File: config.mk
export PLATFORM = sky130hd
export DESIGN_NAME = mmod_prescaler
export DESIGN_NICKNAME = d
export VERILOG_FILES = /design/src/rtl/mmod_pkg.sv /design/src/rtl/mmod_cell23.sv /design/src/rtl/mmod_div2_chain.sv /design/src/rtl/mmod_mode_gate.sv /design/src/rtl/mmod_prescaler.sv
export SDC_FILE = /design/constraint.sdc
export NUM_CORES = 1
export LEC_CHECK = 0
export ABC_AREA = 1
export BUFFER_PORTS_ARGS = -buffer_cell sky130_fd_sc_hd__buf_2
export CAP_MARGIN = 10
export CORE_AREA = 2 2 39 41
export DETAILED_ROUTE_END_ITERATION = 10
export DIE_AREA = 0 0 41 43
export PLACE_DENSITY_LB_ADDON = 0.3
export SLEW_MARGIN = 0
export SYNTH_ARGS = -nofsm -noshare
export SYNTH_HDL_FRONTEND = slang
export SYNTH_SLANG_ARGS = --single-unit
File: constraint.sdc
create_clock -name clk_in -period 2.1 [get_ports clk_in]
set_input_delay 0.42 -clock clk_in [delete_from_list [all_inputs] [get_ports clk_in]]
set_output_delay 0.42 -clock clk_in [all_outputs]
set_load 0.01 [all_outputs]
File: src/rtl/mmod_pkg.sv
package mmod_pkg;

  typedef enum logic {BAND_LOW = 1'b0, BAND_HIGH = 1'b1} band_e;

  // Total input clocks in one output period for a band / ratio pair.
  function automatic int unsigned period_len(logic band, logic mode, int unsigned cells);
    int unsigned base;
    base = (band == BAND_HIGH) ? 3 * cells : 2 * cells;
    if (!mode) begin
      base = (band == BAND_HIGH) ? base - 1 : base + 1;
    end
    return base;
  endfunction

  // Input clocks spent in the first half of the period (no odd cycle there).
  function automatic int unsigned high_len(logic band, int unsigned cells);
    return (cells / 2) * ((band == BAND_HIGH) ? 3 : 2);
  endfunction

endpackage

File: src/rtl/mmod_cell23.sv
module mmod_cell23 (
  input  logic clk,
  input  logic rst,
  input  logic div3,
  output logic tick
);
  logic [1:0] cnt;
  logic       last;

  assign last = div3 ? (cnt == 2'd2) : (cnt == 2'd1);
  assign tick = last;

  always_ff @(posedge clk) begin
    if (rst)       cnt <= 2'd0;
    else if (last) cnt <= 2'd0;
    else           cnt <= cnt + 2'd1;
  end

  // The third count is only reached while the gate asks for a three-count.
  AST_CELL_THIRD: assert property (@(posedge clk) disable iff (rst)
    (cnt == 2'd2) |-> div3);
  AST_CELL_RANGE: assert property (@(posedge clk) disable iff (rst)
    cnt != 2'd3);

endmodule

File: src/rtl/mmod_div2_chain.sv
module mmod_div2_chain #(
  parameter int unsigned STAGES = 4
) (
  input  logic              clk,
  input  logic              rst,
  input  logic              tick,
  output logic [STAGES-1:0] stage,
  output logic              term,
  output logic              wrap
);
  logic [STAGES:0] carry;

  assign carry[0] = tick;

  for (genvar i = 0; i < STAGES; i++) begin : g_half
    assign carry[i+1] = carry[i] & stage[i];
    always_ff @(posedge clk) begin
      if (rst)           stage[i] <= 1'b0;
      else if (carry[i]) stage[i] <= ~stage[i];
    end
  end

  assign term = &stage;
  assign wrap = carry[STAGES];

  AST_CHAIN_HOLD: assert property (@(posedge clk) disable iff (rst)
    !tick |=> $stable(stage));

endmodule

File: src/rtl/mmod_mode_gate.sv
module mmod_mode_gate (
  input  logic clk,
  input  logic rst,
  input  logic band_in,
  input  logic mode_in,
  input  logic period_end,
  input  logic term,
  output logic band_q,
  output logic mode_q,
  output logic div3
);
  logic gate_n;

  always_ff @(posedge clk) begin
    if (rst || period_end) begin
      band_q <= band_in;
      mode_q <= mode_in;
    end
  end

  // Low only on the last cell cycle when the odd cycle is requested.
  assign gate_n = ~(~mode_q & term);
  // The band flips the meaning of the gate: three-count when the gate is low
  // in the low band, when it is high in the high band.
  assign div3 = band_q ? gate_n : ~gate_n;

  AST_HOLD_MODE: assert property (@(posedge clk) disable iff (rst)
    !period_end |=> ($stable(band_q) && $stable(mode_q)));

endmodule

File: src/rtl/mmod_prescaler.sv
module mmod_prescaler #(
  parameter int unsigned STAGES = 4
) (
  input  logic clk_in,
  input  logic rst,
  input  logic band_hi,
  input  logic mode_ctl,
  output logic div_out
);
  import mmod_pkg::*;

  localparam int unsigned CELLS = 1 << STAGES;
  localparam int unsigned CW    = $clog2(3 * CELLS + 1);

  logic              cell_tick;
  logic              cell_div3;
  logic [STAGES-1:0] stage;
  logic              stage_term;
  logic              period_end;
  logic              band_q;
  logic              mode_q;
  logic [CW-1:0]     per_cnt;

  mmod_cell23 u_cell (
    .clk  (clk_in),
    .rst  (rst),
    .div3 (cell_div3),
    .tick (cell_tick)
  );

  mmod_div2_chain #(.STAGES(STAGES)) u_chain (
    .clk   (clk_in),
    .rst   (rst),
    .tick  (cell_tick),
    .stage (stage),
    .term  (stage_term),
    .wrap  (period_end)
  );

  mmod_mode_gate u_gate (
    .clk        (clk_in),
    .rst        (rst),
    .band_in    (band_hi),
    .mode_in    (mode_ctl),
    .period_end (period_end),
    .term       (stage_term),
    .band_q     (band_q),
    .mode_q     (mode_q),
    .div3       (cell_div3)
  );

  assign div_out = ~stage[STAGES-1];

  // Cycles elapsed in the current period, used only by the checks below.
  always_ff @(posedge clk_in) begin
    if (rst || period_end) per_cnt <= '0;
    else                   per_cnt <= per_cnt + 1'b1;
  end

  AST_LEN_LOW_EVEN: assert property (@(posedge clk_in) disable iff (rst)
    (period_end && !band_q && mode_q) |-> (32'(per_cnt) + 1 == period_len(1'b0, 1'b1, CELLS)));
  AST_LEN_LOW_ODD: assert property (@(posedge clk_in) disable iff (rst)
    (period_end && !band_q && !mode_q) |-> (32'(per_cnt) + 1 == period_len(1'b0, 1'b0, CELLS)));
  AST_LEN_HIGH_FULL: assert property (@(posedge clk_in) disable iff (rst)
    (period_end && band_q && mode_q) |-> (32'(per_cnt) + 1 == period_len(1'b1, 1'b1, CELLS)));
  AST_LEN_HIGH_SHORT: assert property (@(posedge clk_in) disable iff (rst)
    (period_end && band_q && !mode_q) |-> (32'(per_cnt) + 1 == period_len(1'b1, 1'b0, CELLS)));
  AST_HIGH_PHASE: assert property (@(posedge clk_in) disable iff (rst)
    $fell(div_out) |-> (32'(per_cnt) == high_len(band_q, CELLS)));
  AST_RESET_HIGH: assert property (@(posedge clk_in)
    rst |=> div_out);

endmodule

### Word-level counts from Yosys, hierarchy flattened

Index checks and enable logic that the tools add are counted.

| storage, ports and cells | value |
|---|---|
| flip-flop bits (word level) | 8 |
| latch bits | 0 |
| RAM bits | 0 |
| memory bits (read-only) | 0 |
| input port bits | 4 |
| output and inout port bits | 1 |
| logic and storage cells | 26 |
| memories | 0 |

| cells by class | value |
|---|---|
| add/subtract/negate cells | 1 |
| multipliers | 0 |
| divide/modulo/power cells | 0 |
| $lt $le $gt $ge | 0 |
| equal/unequal tests | 2 |
| shift operators | 0 |
| multiplexer cells | 2 |
| bitwise gates (word level) | 11 |
| reductions and logical operators | 3 |

Operator list:

| kind | number |
|---|---|
| $not A1 Y1 | 6 |
| $and A1 B1 Y1 | 5 |
| $reduce_and A4 Y1 | 1 |
| $add A2 B1 Y2 const B | 1 |
| $eq A2 B1 Y1 const B | 1 |
| $eq A2 B2 Y1 const B | 1 |
| $mux W1 | 2 |
| $reduce_or A2 Y1 | 1 |
| $logic_or A1 B1 Y1 | 1 |

### Depth between registers and ports, before layout

Gate-level depths: netlist (run 1).

| logic depth | value |
|---|---|
| depth after elaboration | 10 |
| gate-level depth with buffers | 10 |
| gate-level depth less buffers | 10 |

### Modules after synthesis

A second synthesis (run 1) with hierarchy kept.

| unflattened totals | value |
|---|---|
| cell total of the unflattened synthesis | 49 |
| area total of the unflattened synthesis | 355.3 um^2 |

Modules (own cells, without submodules):

| module | times used | cells each | area each (um^2) | sequential area each (um^2) |
|---|---|---|---|---|
| mmod_div2_chain | 1 | 26 | 171.4 | 80.1 |
| mmod_cell23 | 1 | 13 | 90.1 | 40.0 |
| mmod_mode_gate | 1 | 9 | 90.1 | 60.1 |
| mmod_prescaler | 1 | 1 | 3.8 | 0.0 |

### Worst setup path after synthesis (run 1)

Ideal clock, no wire load.

| timing path | value |
|---|---|
| path kind | reg-to-reg |
| start | reg u_chain.stage[2] |
| end | reg u_gate.band_q, enable pin |
| library setup time | 304 ps |
| arrival | 989 ps |
| required time | 1796 ps |
| slack | 807 ps |
| cell stages (with the launch flop) | 9 |
| buffers on the path | 0 |
| clock period less this slack | 1293 ps |
| path through | dfxtp_1 > nand2_1 > nor2_2 > nand2_1 > nand2_1 > nand3_2 > nand2_4 > nand4_1 > nand2_1 |

| between the ends | value |
|---|---|
| word-level cells in the longest chain between the ends | 10 |

Ends and longest elaborated chain:

| what | line | RTL |
|---|---|---|
| from (decl) | mmod_div2_chain.sv:7 | `output logic [STAGES-1:0] stage,` |
| from (signal, indexed assignment) | mmod_div2_chain.sv:19 | `else if (carry[i]) stage[i] <= ~stage[i];` |
| $reduce_and A4 Y1 | mmod_div2_chain.sv:23 | `assign term = &stage;` |
| $and A1 B1 Y1 | mmod_mode_gate.sv:22 | `assign gate_n = ~(~mode_q & term);` |
| $not A1 Y1 | mmod_mode_gate.sv:22 |  |
| $mux W1 | mmod_mode_gate.sv:25 | `assign div3 = band_q ? gate_n : ~gate_n;` |
| $mux W1 | mmod_cell23.sv:10 | `assign last = div3 ? (cnt == 2'd2) : (cnt == 2'd1);` |
| $and A1 B1 Y1 (2 in series) | mmod_div2_chain.sv:16 | `assign carry[i+1] = carry[i] & stage[i];` |
| $and A1 B1 Y1 * (2 in series) | mmod_div2_chain.sv:16 |  |
| $logic_or A1 B1 Y1 * | n/a |  |
| to (signal assigned) | mmod_mode_gate.sv:16 | `band_q <= band_in;` |
| to (decl) | mmod_mode_gate.sv:8 | `output logic band_q,` |

Mark *: on every way between the ends. The rest lies on a longest branch, timed or not.
A chain may end at the register's enable or synchronous reset.

### Final worst setup path (run 1)

Ends and elaborated chain as after synthesis.

==> run summary, run 1 <==
The flow ran to the end, and the final reports show no timing, DRC or antenna violations. After detailed routing, the total wire length is 594 µm. STA classifies the critical path startpoint as a flip-flop.

Grouping stages by cell kind, the critical path spends the most delay in simple AND/OR/NAND/NOR gates. Depth of the critical timing path with buffers and inverters included: 8. The critical path goes through nand2_1 -> nor2_2 -> nand2_1 -> nand2_1 -> nand3_2 -> nand2_4 -> nand4_1 -> nand2_1.

For the setup TNS, the log shows 0 ps. Clock tree synthesis selected as its root buffer the cell sky130_fd_sc_hd__clkbuf_4. In this run the remaining antenna-violating nets after routing total 0. Buffers inserted to repair hold after CTS numbered 0. The finished cells cover 434 µm².

Remaining routing DRC violations: 0. For the number of sinks on the clock net, the log shows 8. In this design, the stage delay of the slowest critical-path cell is 370 ps. The pin count of the biggest net entering global routing is 7, and the count of warnings emitted by yosys is 0. Once the clock tree was built, the resizer swapped 0 gates to a different size.

In this run the worst hold path is classified as input pin to flip-flop. The buffer levels on the longest clock path is 2. 5 I/O pins were placed. Leaving out fill and tap cells, the most frequent cells in the layout are sky130_fd_sc_hd__nand2_1, sky130_fd_sc_hd__nor2_1, sky130_fd_sc_hd__inv_1, sky130_fd_sc_hd__dfxtp_1, sky130_fd_sc_hd__buf_2.

Dividing the detail-routed wire length by the instance count gives 8.25 µm. The depth of the most critical reg-to-reg path came out at 8. Setup repair after global routing left no endpoint under its margin. On the final layout, the worst clock skew is 7.27 ps. The HPWL after detailed placement is 476 µm.

The total number of placement rows was 14; the post-synthesis sequential area ratio was 49.0%. Counting the buffers created by CTS gives 3. The insertion delay of the later-clocked pin in the worst-skew pair was 250 ps. For the total of endpoints with negative setup slack in the final report, the log shows 0.

For the wire length of the first global-routing pass, the log shows 1040 µm. The tool flagged a number of max-cap violations equal to 0. The run gives 1 as the H-tree level count.

In this run the post-CTS setup repair buffer count came out at 0. The flip-flop and latch count after synthesis was 8; the post-route core utilization was 31.4%. Number of global-route vias before repair: 289. Clock-pin slew was measured on the worst setup and hold paths at 60 ps.

The cell count after synthesis came out at 48. Ranked by total cell area, the synthesized netlist is headed by sky130_fd_sc_hd__dfxtp_1, sky130_fd_sc_hd__edfxtp_1, sky130_fd_sc_hd__nand2_1. For the placeable core area, the log shows 0.00138 mm². The number of antenna diodes in the final layout is 0. The die is 41 µm wide. The critical path is of the flip-flop to flip-flop type.

The total power draw was 0.336 mW; the number of nets in the finished design was 61. Global routing finished with a remaining overflow of 0. In this run the cell area measured after placement is 408 µm². The highest-delay cell along the critical path was sky130_fd_sc_hd__dfxtp_1. The count of input and output buffers was 4; the minimum clock period after layout was 1420 ps.

The layout has 160 filler cells. The worst ir drop on vdd is 0.194 mV, and the area used by multi-input combinational logic is 154 µm². Counting every net in the synthesized netlist gives 52. Setup slack on the critical path of the routed design comes to 678 ps. The most frequent cell on the critical path was sky130_fd_sc_hd__nand2_1. In the global route stage, overall resource usage came out at 9.49%.

Static timing analysis puts the maximum clock frequency at 0.703 GHz. The number of pins exceeding their max-slew limit in the final report was 0. For the pin with the worst max-slew slack, the measured transition is 190 ps.

For this configuration, the core starts out at a cell density of 26.6%. The run gives 0 as the number of hold-slack violations in the final timing report. Top cell type by total area after synthesis: sky130_fd_sc_hd__dfxtp_1.

Average size of a mapped cell: 7.66 µm². Minimum setup slack after placement: 694 ps. In the routed layout, each cell is associated on average with a via count of 4.11. The power density of the placed cells works out to 774 mW/mm². The post-route clock period utilization came out at 67.7%. The die covers 0.00176 mm². The synthesized design devotes to its leading area cell type 32.7% of total area. Summed over all cells, the static leakage comes to 0.189 nW. For this block, the via count after detailed routing is 296. The area growth from synthesis to layout is 18.0%. Across the whole layout, storage elements account for 180 µm².

The number of antenna violations at the first check in global routing is 0, and the count of buffer and inverter cells on the critical path is 0. Routability-driven placement finished with a final weighted congestion of 0.648. Measured against its own limit, the worst slew margin works out to 87.3%. Highest fanout seen on the critical path: 5. The signal arrival time at the worst endpoint came out at 1380 ps.

The post-synth design cell area is 368 µm², and the worst endpoint required time is 2060 ps. The tools report the count of cell types in the netlist as 13. The post-route netlist has 26.8% of its cells at a drive strength greater than 1.

The vertical die dimension was 43 µm; the count of TritonRoute iterations in the first routing pass was 3. The worst setup path is captured at a flip-flop. TritonCTS built the clock tree. Violation count after the first detailed-route iteration: 1.

The instance count along the most critical hold path works out to 1.
## registers in the layout (all words and copies together), names as in the netlist
name           cells
u_chain.stage      4
u_gate.band_q      1
u_gate.mode_q      1
u_cell.cnt         2
## worst register-to-register path, stage by stage (launching register included)
cell and delay [ps]:
sky130_fd_sc_hd__dfxtp_1 370, sky130_fd_sc_hd__nand2_1 90, sky130_fd_sc_hd__nor2_2 130, sky130_fd_sc_hd__nand2_1 80, sky130_fd_sc_hd__nand2_1 80, sky130_fd_sc_hd__nand3_2 90
sky130_fd_sc_hd__nand2_4 90, sky130_fd_sc_hd__nand4_1 80, sky130_fd_sc_hd__nand2_1 130
## worst paths after layout
kind	slack, ps	startpoint	endpoint
max	680	u_chain.stage[2]	u_gate.band_q
min	340	mode_ctl	u_gate.mode_q
max reg2reg	680	u_chain.stage[2]	u_gate.band_q
min reg2reg	440	u_cell.cnt[0]	u_cell.cnt[0]
## routing by layer
layer  global-route usage [%]  vias up  routed length (µm)
met5                        0        -                   0
li1                         -      164                   -
met3                     3.14        2                  15
met4                     12.0        0                  12
met2                     11.3        3                 279
met1                     11.1      127                 287
## where the power goes
group	leakage [nW]	total [mW]	internal [mW]	switching (mW)
clock network	0.0150	0.125	0.0727	0.0523
registers	0.0686	0.175	0.169	0.00587
logic	0.105	0.0362	0.0135	0.0227
total	0.189	0.336	0.255	0.0809
## synth_stat cells
library cell               instances
sky130_fd_sc_hd__inv_2             2
sky130_fd_sc_hd__dfxtp_1           6
sky130_fd_sc_hd__nor2_1            9
sky130_fd_sc_hd__nand2_1           9
sky130_fd_sc_hd__inv_1             7
sky130_fd_sc_hd__a21oi_1           1
sky130_fd_sc_hd__nand3_2           2
sky130_fd_sc_hd__nand3_1           3
sky130_fd_sc_hd__edfxtp_1          2
sky130_fd_sc_hd__o21ai_0           2
sky130_fd_sc_hd__nand4_1           1
sky130_fd_sc_hd__nand2_4           1
sky130_fd_sc_hd__nor2_2            3
## cell type report
type | instances | area share, %
Tap cell | 16 | 4.61
Multi-Input combinational cell | 31 | 35.4
Timing Repair Buffer | 4 | 4.61
Clock buffer | 4 | 6.05
Inverter | 9 | 7.78
Sequential cell | 8 | 41.5
## logic make-up (layout without fill, tap and decap cells)
group / Yosys count / after routing / share of synthesized area [%]
flops: 8 / 8 / 49.0
compound gates: 3 / 3 / 4.08
simple gates: 28 / 28 / 37.8
buf+inv: 9 / 17 / 9.19
## through the flow
stage,cells,hold WS (ps)
6_report,72,342
5_1_grt,72,327
4_1_cts,72,332
3_5_place_dp,68,438
3_3_place_gp,68,432
2_1_floorplan,48,413
Note: power is estimated with default switching activity, not from simulation.
==> inputs of run 2 (changes only) <==
==> constraint.sdc (replaced) <==
create_clock -name clk_in -period 1.4 [get_ports clk_in]
set_input_delay 0.28 -clock clk_in [delete_from_list [all_inputs] [get_ports clk_in]]
set_output_delay 0.28 -clock clk_in [all_outputs]
set_load 0.01 [all_outputs]
==> run 2 against run 1 <==
Clock skew down 3.2 ps. First-iteration DRC count grew to 4.0 times the previous value. Clock power up 59%. Power grew 54%. Global-route usage down 0.33 points. Clock-buffer cell count unchanged. Cell count up 5.6%. Sequential share of layout area shrank 2.8 points. Flip-flop and latch count unchanged. Hold slack worse by 150 ps. Largest power group unchanged.
==> run summary, run 2 (same netlist as run 1, synthesis figures left out) <==
The number of antenna violations at the first check in global routing is 0, and the final cell count without fillers is 76. For this design the ratio of total power to cell area is 1100 mW/mm². The logs give 7 for the pin count of the biggest net entering global routing and 8 for the number of sinks on the clock net. In this run, placement finished with an instance count of 70. The run gives 5 as the number of I/O pins. The run gives 9.15% as the global routing usage summed across all routing layers.

Setup repair after global routing could not meet its margin everywhere. The total number of placement rows is 14, and the total power draw is 0.518 mW. The violation count after the first detailed-route iteration is 4. The flow ran to the end, and the final reports show no timing, DRC or antenna violations.

Using the TritonRoute via totals, the vias-per-cell ratio works out to 4.28. Across all setup checks in the final design, the least slack found is 53.7 ps. Clock latency on the worst-skew pair, taken at its later pin, is 260 ps.

The post-route core utilization came out at 34.1%. The number of global-route vias before repair is 257. Leaving out fill and tap cells, the most frequent cells in the layout are sky130_fd_sc_hd__nor2_1, sky130_fd_sc_hd__inv_1, sky130_fd_sc_hd__nand2_1. For the minimum setup slack after placement, the log shows -13.0 ps.

The number of pins exceeding their max-slew limit in the final report came out at 0. The register with the most flip-flops in the final layout is u_chain.stage. VDD sags by at most 0.377 mV. Clock-pin slew was measured on the worst setup and hold paths at 60 ps. For the routed wire length, the log shows 657 µm.

At the end of routability-driven placement, the weighted congestion stood at 0.654. The run gives 0 as the antenna cell count. Hold repair after CTS inserted 0 buffers. Final hold analysis gives a worst-case slack of 194 ps. From left edge to right edge, the die measures 41 µm. From synthesis to final layout, the design area changed by 28.2%. TritonCTS built the clock tree. For this run the aggregate overflow at the end of global routing stands at 0.

The first global-routing pass estimated 979 µm of wire. Measured against its own limit, the worst slew margin works out to 88.4%. The analysis attributes to cell leakage a power of 0.211 nW.

Clock tree root driver cell: sky130_fd_sc_hd__clkbuf_4. The die footprint is 0.00176 mm², and the number of hold-slack violations in the final timing report is 0. The H-tree level count was 1. After the last flow step, the layout net total stands at 65. For the worst endpoint required time, the log shows 1380 ps. The average wire per cell in the routed design was 8.64 µm; the proportion of layout cells with a drive suffix above 1 was 38.3%.

In this run the worst hold path is classified as input pin to flip-flop. In the final layout, the registers with the most flip-flops are u_chain.stage: 4 flops, u_cell.cnt: 2 flops. In this run, CTS created clock tree buffers numbering 3.

The placeable core area is 0.00138 mm². After detailed routing, the number of remaining DRC violations is 0. In this run the cell area measured after placement is 423 µm². Data arrives at the worst endpoint at 1330 ps. For the final database, setup skew stands at 4.10 ps. The count of input and output buffers is 4. Measured along the y axis, the die boundary spans 43 µm. By startpoint and endpoint, the worst setup path is classified as flip-flop to flip-flop. For the pin with the worst max-slew slack, the measured transition is 173 ps. The number of flip-flops in the largest register was 4; the count of nets left with antenna violations after detail routing was 0. For this run, the top clock speed supported by timing is 0.743 GHz. The logs give 2 for the count of TritonRoute iterations in the first routing pass and 0 for the max-capacitance violation count. The number of vias after detailed routing was 325; the setup TNS was 0 ps. The tools report the endpoint type of the worst setup path as a flip-flop. Detailed placement finished with a half-perimeter wire length of 486 µm. Minimum clock period after layout: 1350 ps.

The sort of element at the start of the critical path was a flip-flop. The library cell used most frequently in the layout, excluding fill and tap cells, is sky130_fd_sc_hd__nor2_1. The logs give 0 for the total of endpoints with negative setup slack in the final report and 2 for the buffer levels on the longest clock path. For this configuration, the core starts out at a cell density of 26.6%. For the final standard cell area without fillers, the log shows 472 µm². Highest fanout seen on the critical path: 5. The final critical path takes up 96.2% of the cycle.
## run 2: cell types whose count changed in the layout (fill, tap and decap cells not counted), sizes merged
cell,delta
buf,+4
## run 2: what timing repair did
action                                  4_1_cts  5_1_grt
pin swaps                                     0        3
setup buffers                                 0        2
endpoints found under the setup margin        2        3
gates resized for setup                       2        2
## run 2: path summary, 6_finish.rpt
check	cells past startpoint	slack (ps)	start	end
worst max register to register	8	50	u_chain.stage[2]	u_gate.mode_q
worst min-delay path	1	190	mode_ctl	u_gate.mode_q
worst max-delay path	8	50	u_chain.stage[2]	u_gate.mode_q
worst min register to register	1	440	u_cell.cnt[0]	u_cell.cnt[0]
## run 2: power by group
part / switching, mW / leakage (nW) / internal (mW)
Clock: 0.0889 / 0.0150 / 0.110
Sequential: 0.00870 / 0.0696 / 0.253
Combinational: 0.0350 / 0.126 / 0.0227
Total: 0.133 / 0.211 / 0.386
## run 2: worst max-delay path, cell delays in order (launching register included)
cell and delay, ps:
sky130_fd_sc_hd__dfxtp_2 360, sky130_fd_sc_hd__nand2_2 60, sky130_fd_sc_hd__nor2_2 120, sky130_fd_sc_hd__nand2_1 80
sky130_fd_sc_hd__nand2_1 70, sky130_fd_sc_hd__nand3_2 80, sky130_fd_sc_hd__nand2_4 100, sky130_fd_sc_hd__nand4_1 90
sky130_fd_sc_hd__nand2_2 110
## run 2: cell type report
class | instances | area (µm²)
Timing Repair Buffer | 8 | 50.0
Clock buffer | 4 | 26.3
Multi-Input combinational cell | 31 | 159
Tap cell | 16 | 20.0
Sequential cell | 8 | 183
Inverter | 9 | 33.8
Fill cell | 157 | 912
## run 2: metal layers
metal | GRT usage (%) | vias to the layer above | wire length [µm]
met1 | 10.7 | 144 | 307
met4 | 12.0 | 0 | 23
met2 | 10.6 | 5 | 311
li1 | - | 172 | -
met5 | 0 | - | 0
met3 | 3.14 | 4 | 15
